**src/rtl/epp_gate.sv**
```systemverilog
module epp_gate #(
  parameter int LIMIT_W = 8
) (
  input  logic               clk,
  input  logic               rst_n,
  input  logic               host_req,
  input  logic               host_we,
  input  logic [2:0]         host_addr,
  input  logic [1:0]         host_size,
  input  logic [31:0]        host_wdata,
  output logic               host_ready,
  output logic [31:0]        host_rdata,
  output logic [7:0]         data_q,
  output logic [7:0]         ctrl_q,
  output logic               data_upd,
  output logic               ctrl_upd,
  input  logic [LIMIT_W-1:0] ack_limit,
  input  logic [7:0]         per_status,
  output logic               per_req,
  output logic               per_write,
  output logic               per_is_addr,
  output logic [7:0]         per_wdata,
  input  logic [7:0]         per_rdata,
  input  logic               per_ack,
  input  logic               per_err
);

  logic               busy, req_q, wr_q, isaddr_q, tmo;
  logic [1:0]         idx, last;
  logic [31:0]        wbuf, rbuf, rbuf_nx, imm_rd;
  logic [LIMIT_W-1:0] cnt;

  wire       accept    = host_req && !busy;
  wire [7:0] ctl_m     = ctrl_q & 8'h2F;
  wire       epp_sel   = (host_addr == 3'd3) || (host_addr == 3'd4);
  wire       gate_ok   = host_we ? (ctl_m == 8'h04) : (ctl_m == 8'h24);
  wire [1:0] nlast     = (host_addr == 3'd3) ? 2'd0 :
                         host_size[1] ? 2'd3 : {1'b0, host_size[0]};
  wire [31:0] ones_w   = (nlast == 2'd3) ? 32'hFFFF_FFFF :
                         (nlast == 2'd1) ? 32'h0000_FFFF : 32'h0000_00FF;
  wire [7:0] ctl_new   = host_wdata[7:0] | 8'hC0;
  wire       byte_done = req_q && per_ack;
  wire       timed     = req_q && !per_ack && (cnt == ack_limit);
  wire       fail      = timed || (byte_done && per_err);
  wire       finish    = fail || (byte_done && idx == last);

  assign per_req     = req_q;
  assign per_write   = wr_q;
  assign per_is_addr = isaddr_q;
  assign per_wdata   = wbuf[{idx, 3'b000} +: 8];

  always_comb begin
    rbuf_nx = rbuf;
    if (byte_done && !per_err) rbuf_nx[{idx, 3'b000} +: 8] = per_rdata;
  end

  always_comb begin
    case (host_addr)
      3'd0:    imm_rd = {24'h0, data_q};
      3'd1:    imm_rd = {24'h0, per_status[7:1], tmo};
      3'd2:    imm_rd = {24'h0, ctrl_q};
      3'd3,
      3'd4:    imm_rd = ones_w;
      default: imm_rd = 32'h0000_00FF;
    endcase
  end

  always_ff @(posedge clk or negedge rst_n) begin
    if (!rst_n) begin
      busy <= 1'b0; req_q <= 1'b0; wr_q <= 1'b0; isaddr_q <= 1'b0;
      idx <= '0; last <= '0; cnt <= '0; wbuf <= '0; rbuf <= '0;
      tmo <= 1'b0; data_q <= 8'hFF; ctrl_q <= 8'hCC;
      host_ready <= 1'b0; host_rdata <= '0; data_upd <= 1'b0; ctrl_upd <= 1'b0;
    end else begin
      host_ready <= 1'b0;
      data_upd   <= 1'b0;
      ctrl_upd   <= 1'b0;
      if (accept) begin
        if (epp_sel && gate_ok) begin
          busy <= 1'b1; req_q <= 1'b1; cnt <= '0; idx <= '0; last <= nlast;
          wr_q <= host_we; isaddr_q <= (host_addr == 3'd3);
          wbuf <= host_wdata; rbuf <= ones_w;
        end else begin
          host_ready <= 1'b1;
          if (!host_we) host_rdata <= imm_rd;
          else begin
            case (host_addr)
              3'd0: if (host_wdata[7:0] != data_q) begin
                data_q <= host_wdata[7:0]; data_upd <= 1'b1;
              end
              3'd1: if (host_wdata[0]) tmo <= 1'b0;
              3'd2: if (ctl_new != ctrl_q) begin
                ctrl_q <= ctl_new; ctrl_upd <= 1'b1;
              end
              default: ;
            endcase
          end
        end
      end
      if (busy) begin
        if (req_q) begin
          cnt <= cnt + 1'b1;
          if (byte_done || timed) req_q <= 1'b0;
          if (!wr_q) rbuf <= rbuf_nx;
          if (fail) tmo <= 1'b1;
          if (finish) begin
            busy <= 1'b0;
            host_ready <= 1'b1;
            if (!wr_q) host_rdata <= rbuf_nx;
          end
        end else begin
          req_q <= 1'b1;
          cnt   <= '0;
          idx   <= idx + 2'd1;
        end
      end
    end
  end

  p_wr_gate_r4: assert property (@(posedge clk) disable iff (!rst_n)
    per_req && per_write |-> (ctrl_q & 8'h2F) == 8'h04);

  p_rd_gate_r5: assert property (@(posedge clk) disable iff (!rst_n)
    per_req && !per_write |-> (ctrl_q & 8'h2F) == 8'h24);

  p_ctrl_top_r3: assert property (@(posedge clk) disable iff (!rst_n)
    ctrl_q[7:6] == 2'b11);

  p_req_limit_r7: assert property (@(posedge clk) disable iff (!rst_n)
    per_req && !per_ack && cnt == ack_limit |=> !per_req);

  p_tmo_sticky_r8: assert property (@(posedge clk) disable iff (!rst_n)
    tmo && !(accept && host_we && host_addr == 3'd1 && host_wdata[0]) |=> tmo);

  p_ready_idle_r10: assert property (@(posedge clk) disable iff (!rst_n)
    host_ready |-> !per_req);

endmodule

```
**config.mk**
```make
export PLATFORM = sky130hd
export DESIGN_NAME = epp_gate
export DESIGN_NICKNAME = d
export VERILOG_FILES = /design/src/rtl/epp_gate.sv
export SDC_FILE = /design/constraint.sdc
export NUM_CORES = 1
export LEC_CHECK = 0
export BUFFER_PORTS_ARGS = -buffer_cell sky130_fd_sc_hd__buf_2
export CAP_MARGIN = 40
export CORE_UTILIZATION = 30
export CTS_CLUSTER_DIAMETER = 150
export DETAILED_ROUTE_END_ITERATION = 8
export SYNTH_ARGS = -nofsm -noshare
export SYNTH_HDL_FRONTEND = slang
export SYNTH_SLANG_ARGS = --single-unit
```
**constraint.sdc**
```tcl
create_clock -name clk -period 2.1 [get_ports clk]
set_input_delay 0.21 -clock clk [delete_from_list [all_inputs] [get_ports clk]]
set_output_delay 0.21 -clock clk [all_outputs]
set_load 0.005 [all_outputs]
```
==> results of run 1 <==
timing repair:
| action | 4_1_cts | 5_1_grt |
|---|---|---|
| hold buffers | 22 | 0 |
| hold endpoints to repair | 53 | 0 |
| setup buffers | 0 | 4 |
| setup endpoints to repair | 0 | 61 |
| gates resized for setup | 0 | 10 |
metal layers:
layer  up-vias  GRT usage (%)  share of wire (%)
met2       150          24.91                 44
met4         0          5.152                1.3
met3        16          5.273                6.7
met1      2659          23.39                 48
li1       2617              -                  -
met5         -              0                  0
worst register-to-register path: cells and delay by family, from the launching register on:
family | cells | cell delay [ns]
AOI/OAI and AO/OA | 1 | 0.16
and+or+nand+nor | 2 | 0.42
DFF | 1 | 0.39
muxes | 1 | 0.23
xor gates and xnor gates | 1 | 0.17
buffers and inverters | 3 | 0.55
power by group:
part / switching, W / internal (W) / leakage (nW)
registers: 0.000619 / 0.00351 / 1.58
logic: 0.00197 / 0.00184 / 2.33
clock network: 0.00110 / 0.00178 / 0.278
Yosys cell counts, drive strengths merged (2+ instances only):
library cell,number
mux4,8
a22oi,8
a2111oi,2
dfstp,10
ha,6
clkbuf,17
o22ai,7
nor4,3
buf,19
a31oi,2
and2,3
nand2,133
xor2,14
nor3,12
nor2,11
and3,37
nand3,3
o21ai,16
nor2b,3
a21o,3
inv,4
a21oi,97
xnor2,13
dfrtp,120
mux2,20
nor3b,4
mux2i,41
nand4,5
nand2b,2
through the flow:
step	area [µm²]	instances	hold WS (ns)	total power (W)	utilization [%]
after floorplan	6586	641	-0.08559	0.006376	-
after global placement	7740	1044	0.2302	0.007772	36.36
after detailed placement	7740	1044	0.2269	0.007852	36.36
after CTS	8538	1098	0.0003429	0.01081	40.11
after global routing	8673	1105	0.009954	0.01161	40.75
final	8673	1105	0.01274	0.01082	40.75
area by class of cell:
cell class	count	area, µm²
fillers	2042	12610
flip-flops and latches	130	3266
multi-input cells	471	3143
repair buffers	193	1328
clock buffers	24	501.7
well taps	275	344.1
clock inverters	8	76.32
inverters	4	15.01
registers in the layout, summed over array words and instances (netlist names), 2 cells and up:
register and flops:
host_rdata 32, rbuf 32, wbuf 32, cnt 8, data_q 8, ctrl_q 6, idx 2, last 2
cells by family after synthesis:
family                   share of synthesized area (%)
AO/OA/AOI/OAI                                    12.68
adder cells (fa/ha/maj)                          1.140
buffers and inverters                            3.383
XOR/XNOR                                         3.593
multiplexers                                     12.85
AND/OR/NAND/NOR                                  16.69
flip-flops                                       49.61
other                                          0.05697
path summary, 6_finish.rpt:
path	start	end	slack, ns	depth (start not counted)
min in group asynchronous	rst_n	cnt[2]	0.34	2
max reg2reg	idx[0]	host_rdata[23]	0.08	8
min	host_wdata[20]	wbuf[20]	0.01	3
max in group asynchronous	rst_n	ctrl_q[3]	1.05	3
min reg2reg	wbuf[22]	wbuf[22]	0.47	2
max	idx[0]	host_rdata[23]	0.08	8
==> impl_metrics.env, run 1 <==
export IMPL_synth_top_area_share_pct=45.62
export IMPL_skew_ns=0.01002
export IMPL_routed_via_density=4.925
export IMPL_wirelength_um=18650
export IMPL_worstPathMaxFanout=9
export IMPL_async_reset_ff_share_pct=100.0
export IMPL_path_class="reg2reg"
export IMPL_ant_nets=0
export IMPL_drt_initial_drc_count=366
export IMPL_num_vias=5442
export IMPL_initial_core_util_pct=30.92
export IMPL_syn_inst=640
export IMPL_netlist_area_um2=6583
export IMPL_grt_max_degree=52
export IMPL_dr_pass1_iters=4
export IMPL_cts_path_max_buffers=2
export IMPL_crit_path_max_incr_delay_ns=0.39
export IMPL_grt_pass1_vias=5315
export IMPL_final_cell_mix="133 x nand2_1, 124 x buf_2, 120 x dfrtp_1, 96 x a21oi_1, 41 x mux2i_1"
export IMPL_core_um2=21290
export IMPL_path_buf_inv=3
export IMPL_die_w_um=150.1
export IMPL_antenna_found_initial=0
export IMPL_rsz0062_at_grt="false"
export IMPL_drc_errors=0
export IMPL_worst_ep_required_time_ns=2.42
export IMPL_grt_overflow=0
export IMPL_final_common_cell="nand2_1"
export IMPL_wl_per_cell_um=16.88
export IMPL_drive_gt1_share_pct=31.20
export IMPL_ios=129
export IMPL_synthToLayoutAreaGrowth_pct=31.76
export IMPL_die_area_um2=22540
export IMPL_h_tree_depth=4
export IMPL_gp_congestion=0.8040
export IMPL_setup_ws_ns=0.07939
export IMPL_status="finished, final reports clean"
export IMPL_slowest_stage="dfrtp_1"
export IMPL_num_nets_final=890
export IMPL_power_per_cell_area_nw_per_um2=1247
export IMPL_setup_violations=0
export IMPL_dp_slack_ns=0.04477
export IMPL_max_slew_margin_pct=64.71
export IMPL_crit_chain="buf_4, xor2_1, o21ai_0, nand2_1, nor4_4, buf_6, clkbuf_16, mux2i_1"
export IMPL_cts_tree="built"
export IMPL_p_leak_nw=4.190
export IMPL_ys_types=60
export IMPL_peakVddDrop_v=0.0005188
export IMPL_finalHoldViolCount=0
export IMPL_tns_ns=0
export IMPL_arrival_ns=2.34
export IMPL_grtUsageTotal_pct=16.84
export IMPL_worstHoldPathType="in2reg"
export IMPL_synth_ff_type="dfrtp_1"
export IMPL_portBuffers=125
export IMPL_syn_avg_cell_area_um2=10.29
export IMPL_yosys_top_cells_area="dfrtp_1 46%, nand2_1 7.6%, a21oi_1 7.3%"
export IMPL_max_freq_ghz=0.4949
export IMPL_drv_cap=0
export IMPL_synth_top_cell_by_area="dfrtp_1"
export IMPL_die_h_um=150.1
export IMPL_drv_slew=0
export IMPL_seq_area_frac_synth_pct=49.61
export IMPL_numCtsBuffers=17
export IMPL_num_rows=53
export IMPL_yosysWarnings=0
export IMPL_period_needed_ns=2.021
export IMPL_worstMarginPinSlew_ns=0.5294
export IMPL_synth_edf_count=0
export IMPL_endpoint_kind="flop"
export IMPL_clk_latency_ns=0.42
export IMPL_grt_pass1_wl_um=28710
export IMPL_ys_ff_latch=130
export IMPL_cts_sinks=130
export IMPL_start_kind="flop"
export IMPL_antennaDiodeCount=0
export IMPL_critPathTopFamily="buffers and inverters"
export IMPL_dp_final_hpwl_um=12750
export IMPL_clk_pin_slew_ns=0.06
export IMPL_post_route_period_util_pct=96.22
export IMPL_root_buffer="clkbuf_16"
Power figures use the tool's default switching activity.
==> run 2: changes to the inputs <==
- BUFFER_PORTS_ARGS: -buffer_cell sky130_fd_sc_hd__buf_2 -> -buffer_cell sky130_fd_sc_hd__clkbuf_2
- CTS_CLUSTER_SIZE: default -> 16
- SLEW_MARGIN: default -> 20
==> run 2 against run 1 <==
Global-route usage increased by 0.60 points. Critical path depth decreased by 2. Final area increased by 1.1%. Flip-flop and latch count unchanged.
==> impl_metrics.env, run 2 (synthesized netlist as in run 1, its figures left out) <==
export IMPL_ios=129
export IMPL_worstMarginPinSlew_ns=0.6267
export IMPL_cts_path_max_buffers=2
export IMPL_num_nets_final=892
export IMPL_gp_congestion=0.8153
export IMPL_worstPathMaxFanout=32
export IMPL_skew_ns=0.01592
export IMPL_p_leak_nw=4.228
export IMPL_cts_tree="built"
export IMPL_dp_final_hpwl_um=12930
export IMPL_initial_core_util_pct=30.92
export IMPL_path_class="reg2reg"
export IMPL_wirelength_um=18970
export IMPL_cts_sinks=130
export IMPL_p_total_w=0.01134
export IMPL_dp_cells=1042
export IMPL_status="finished, final reports clean"
export IMPL_die_h_um=150.1
export IMPL_dp_slack_ns=0.05640
export IMPL_nFillCells=2054
export IMPL_drv_slew=0
export IMPL_synthToLayoutAreaGrowth_pct=33.17
export IMPL_setup_violations=0
export IMPL_finalNonFillerCells=1107
export IMPL_num_vias=5406
export IMPL_endpoint_kind="flop"
export IMPL_endpoint="host_rdata[1]"
export IMPL_power_per_cell_area_nw_per_um2=1293
export IMPL_drv_cap=0
export IMPL_die_area_um2=22540
export IMPL_grt_max_degree=49
export IMPL_drc_errors=0
export IMPL_die_w_um=150.1
export IMPL_r2r_start="ctrl_q[2]"
export IMPL_cp_startpoint="ctrl_q[2]"
export IMPL_h_tree_depth=4
export IMPL_drive_gt1_share_pct=31.37
export IMPL_holdWs_ns=0.09423
export IMPL_final_cell_mix="132 x nand2_1, 124 x clkbuf_2, 120 x dfrtp_1, 95 x a21oi_1, 41 x mux2i_1"
export IMPL_portBuffers=125
export IMPL_finalHoldViolCount=0
export IMPL_max_freq_ghz=0.4971
export IMPL_setup_ws_ns=0.08849
export IMPL_routed_via_density=4.883
export IMPL_grt_pass1_wl_um=29590
export IMPL_clk_latency_ns=0.42
export IMPL_rrSetupSlack_ns=0.09
export IMPL_max_slew_margin_pct=58.07
export IMPL_rr_endpoint="host_rdata[1]"
export IMPL_num_rows=53
export IMPL_root_buffer="clkbuf_16"
export IMPL_post_route_period_util_pct=95.79
export IMPL_arrival_ns=2.30
export IMPL_start_kind="flop"
export IMPL_dr_pass1_iters=4
export IMPL_wl_per_cell_um=17.14
export IMPL_antennaDiodeCount=0
export IMPL_ant_nets=0
export IMPL_peakVddDrop_v=0.0008156
export IMPL_reg2reg_depth=6
export IMPL_worstHoldPathType="in2reg"
export IMPL_grt_pass1_vias=5502
export IMPL_grt_overflow=0
export IMPL_grtUsageTotal_pct=17.44
export IMPL_drt_initial_drc_count=298
export IMPL_core_um2=21290
export IMPL_period_needed_ns=2.012
export IMPL_worst_ep_required_time_ns=2.39
export IMPL_tns_ns=0
export IMPL_clk_pin_slew_ns=0.06
export IMPL_largestRegisters="host_rdata: 32 flops, rbuf: 32 flops, wbuf: 32 flops"
export IMPL_numCtsBuffers=17
export IMPL_antenna_found_initial=0
export IMPL_final_common_cell="nand2_1"
==> run 2: cell count changes in the layout (fill, tap and decap cells not counted), moves of 2 or more <==
cell / before / now
buf_2: 124 / 0
clkbuf_2: 0 / 124
bufinv_16: 1 / 6
clkbuf_8: 5 / 0
dlygate4sd3_1: 22 / 25
buf_12: 7 / 5
clkinv_4: 1 / 3
clkinvlp_4: 3 / 1
==> run 2: per-stage QoR <==
step                area, µm²  util, %
floorplan                6586        -
global placement         7712    36.23
detailed placement       7712    36.23
CTS                      8628    40.53
global route             8766    41.18
finish                   8766    41.18
==> run 2: where the power goes <==
group	switching (W)	internal, W	total [W]
clock	0.00116	0.00223	0.00340
sequential	0.000674	0.00351	0.00418
combinational	0.00193	0.00182	0.00376
==> run 2: cell type report <==
| class | count | area [µm²] | area share (%) |
|---|---|---|---|
| Sequential cell | 130 | 3266 | 37.25 |
| Clock inverter | 13 | 232.7 | 2.655 |
| Multi-Input combinational cell | 471 | 3154 | 35.98 |
| Tap cell | 275 | 344.1 | 3.925 |
| Timing Repair Buffer | 195 | 1321 | 15.07 |
| Inverter | 4 | 15.01 | 0.1713 |
| Clock buffer | 19 | 432.9 | 4.939 |
==> run 2: how the worst min path moves through the flow <==
stage | start | endpoint | slack (ns) | depth (start not counted)
after floorplan | rst_n | busy | -0.09 | 0
after global placement | rst_n | data_upd | 0.04 | 1
after detailed placement | rst_n | data_upd | 0.04 | 1
after CTS | host_wdata[6] | wbuf[6] | 0.08 | 3
after global routing | host_wdata[6] | wbuf[6] | 0.11 | 3
final | host_wdata[6] | wbuf[6] | 0.09 | 3
==> run 2: layer usage <==
layer	up-vias	share of wire, %	wire [µm]	track usage [%]
met1	2652	49	9202	23.69
met5	-	0	0	0
met4	0	0.66	125	4.596
met3	9	5.0	946	4.727
li1	2623	-	-	-
met2	122	46	8697	27.34
==> run 2: worst max-delay path: stages, from the launching register on <==
cell and delay (ns):
dfstp_2 0.59, nor4b_4 0.32, o211a_1 0.26, or3_1 0.16
buf_12 0.22, mux2i_1 0.23, mux2i_1 0.09
==> run 2: timing repair <==
| action | 4_1_cts | 5_1_grt |
|---|---|---|
| endpoints found under the hold margin | 128 | 0 |
| resized for setup | 0 | 13 |
| hold buffers | 25 | 0 |
| setup endpoints to repair | 0 | 68 |
| setup buffers | 0 | 5 |
==> run 3: changes to the inputs <==
- PLACE_DENSITY: default -> 0.46
==> run 3 against run 2 <==
Critical path depth unchanged. First-iteration DRC count fell by 12%. Final cell count decreased by 0.72%. Worst setup slack worse by 0.032 ns. Highest routed layer unchanged. Final area decreased by 1.4%. Clock power fell by 5%. Die area unchanged. Sequential share of layout area up 0.51 points.
==> impl_metrics.env, run 3 (synthesized netlist as in run 1, its figures left out) <==
export IMPL_rr_endpoint="host_rdata[5]"
export IMPL_clk_pin_slew_ns=0.06
export IMPL_routed_via_density=4.949
export IMPL_worst_ep_required_time_ns=2.38
export IMPL_skew_ns=0.007822
export IMPL_drv_slew=0
export IMPL_largestRegisters="host_rdata: 32 flops, rbuf: 32 flops, wbuf: 32 flops"
export IMPL_grt_overflow=0
export IMPL_wirelength_um=19130
export IMPL_power_per_cell_area_nw_per_um2=1290
export IMPL_drive_gt1_share_pct=29.98
export IMPL_num_vias=5439
export IMPL_tns_ns=0
export IMPL_final_common_cell="nand2_1"
export IMPL_status="finished, final reports clean"
export IMPL_core_um2=21290
export IMPL_r2r_start="ctrl_q[2]"
export IMPL_worstHoldPathType="in2reg"
export IMPL_drv_cap=0
export IMPL_die_h_um=150.1
export IMPL_ios=129
export IMPL_grt_max_degree=57
export IMPL_hp_start="host_wdata[6]"
export IMPL_clk_latency_ns=0.41
export IMPL_arrival_ns=2.33
export IMPL_root_buffer="clkbuf_16"
export IMPL_fin_area_um2=8647
export IMPL_endpoint_kind="flop"
export IMPL_cts_path_max_buffers=2
export IMPL_holdWs_ns=0.06252
export IMPL_start_kind="flop"
export IMPL_dp_final_hpwl_um=13380
export IMPL_cts_sinks=130
export IMPL_max_slew_margin_pct=43.02
export IMPL_drt_initial_drc_count=261
export IMPL_dpl_cell_area_um2=7672
export IMPL_endpoint="host_rdata[5]"
export IMPL_drc_errors=0
export IMPL_grt_pass1_vias=5440
export IMPL_setup_violations=0
export IMPL_period_needed_ns=2.043
export IMPL_rsz0062_at_grt="true"
export IMPL_cts_tree="built"
export IMPL_h_tree_depth=4
export IMPL_ant_nets=0
export IMPL_gp_congestion=0.7664
export IMPL_p_leak_nw=4.163
export IMPL_highest_layer="met4"
export IMPL_die_area_um2=22540
export IMPL_worstMarginPinSlew_ns=0.8547
export IMPL_synthToLayoutAreaGrowth_pct=31.36
export IMPL_grtUsageTotal_pct=17.25
export IMPL_num_nets_final=884
export IMPL_grt_pass1_wl_um=29460
export IMPL_die_w_um=150.1
export IMPL_antenna_found_initial=0
export IMPL_initial_core_util_pct=30.92
export IMPL_met1_length_um=8446
export IMPL_peakVddDrop_v=0.0006552
export IMPL_num_rows=53
export IMPL_rrSetupSlack_ns=0.06
export IMPL_post_route_period_util_pct=97.31
export IMPL_wl_per_cell_um=17.40
export IMPL_max_freq_ghz=0.4894
export IMPL_dr_wl_met3_um=1015
export IMPL_worstPathMaxFanout=8
export IMPL_portBuffers=125
export IMPL_path_class="reg2reg"
export IMPL_final_cell_mix="133 x nand2_1, 124 x clkbuf_2, 120 x dfrtp_1, 96 x a21oi_1, 41 x mux2i_1"
export IMPL_finalHoldViolCount=0
export IMPL_reg2reg_depth=6
export IMPL_wl_met2_um=9448
export IMPL_nFillCells=2100
export IMPL_cp_startpoint="ctrl_q[2]"
export IMPL_numCtsBuffers=17
export IMPL_dr_pass1_iters=5
export IMPL_antennaDiodeCount=0
run 3: changes by cell type in the layout (fill, tap and decap cells not counted), sizes merged:
cell | previous run | this run
clkbuf | 145 | 148
clkinvlp | 1 | 2
bufinv | 6 | 5
inv | 5 | 4
clkinv | 5 | 2
buf | 44 | 37
run 3: where the power goes:
part,internal [W],leakage (nW),total (W),switching [W]
clock network,0.00214,0.302,0.00322,0.00108
registers,0.00351,1.58,0.00419,0.000685
logic,0.00179,2.28,0.00374,0.00195
run 3: critical path, cell delays in order, from the launching register on:
cell	delay, ns
dfstp_2	0.57
nor4b_4	0.41
o211a_1	0.27
or3_1	0.19
buf_6	0.18
mux2i_1	0.20
mux2i_1	0.09
run 3: worst min-delay path by stage:
stage                     depth (start not counted)      end
after detailed placement                          1   cnt[6]
after CTS                                         3  wbuf[6]
final                                             3  wbuf[6]
after global placement                            1   cnt[4]
after floorplan                                   0     busy
after global routing                              3  wbuf[6]
run 3: per-stage QoR:
stage / setup WS, ns / total power [W] / utilization, % / std cells
detailed placement: -0.06216 / 0.007872 / 36.04 / 1039
floorplan: 0.1689 / 0.006376 / - / 641
global route: -0.05348 / 0.01192 / 40.62 / 1099
finish: 0.05651 / 0.01116 / 40.62 / 1099
CTS: 0.001591 / 0.01123 / 40.32 / 1096
global placement: 0.03116 / 0.007742 / 36.04 / 1039
run 3: layer usage:
layer | track usage (%) | vias up
li1 | - | 2602
met1 | 21.94 | 2672
met2 | 28.36 | 149
met3 | 4.848 | 16
met4 | 5.202 | 0
met5 | 0 | -
run 3: area by class of cell:
cell class                 count  area [µm²]  share of cell area, %
sequential                   130        3266                  37.77
multi-input combinational    471        3136                  36.26
timing repair buffer         187        1250                  14.46
clock buffer                  23       457.9                  5.296
tap                          275       344.1                  3.979
clock inverter                 9       178.9                  2.069
inverter                       4       15.01                 0.1736
run 3: repair_timing:
action | CTS | global route
pin swaps | 0 | 1
resized for setup | 5 | 8
cloned | 0 | 2
endpoints found under the setup margin | 40 | 37
hold endpoints to repair | 118 | 0
hold buffers | 25 | 0
setup buffers | 0 | 1
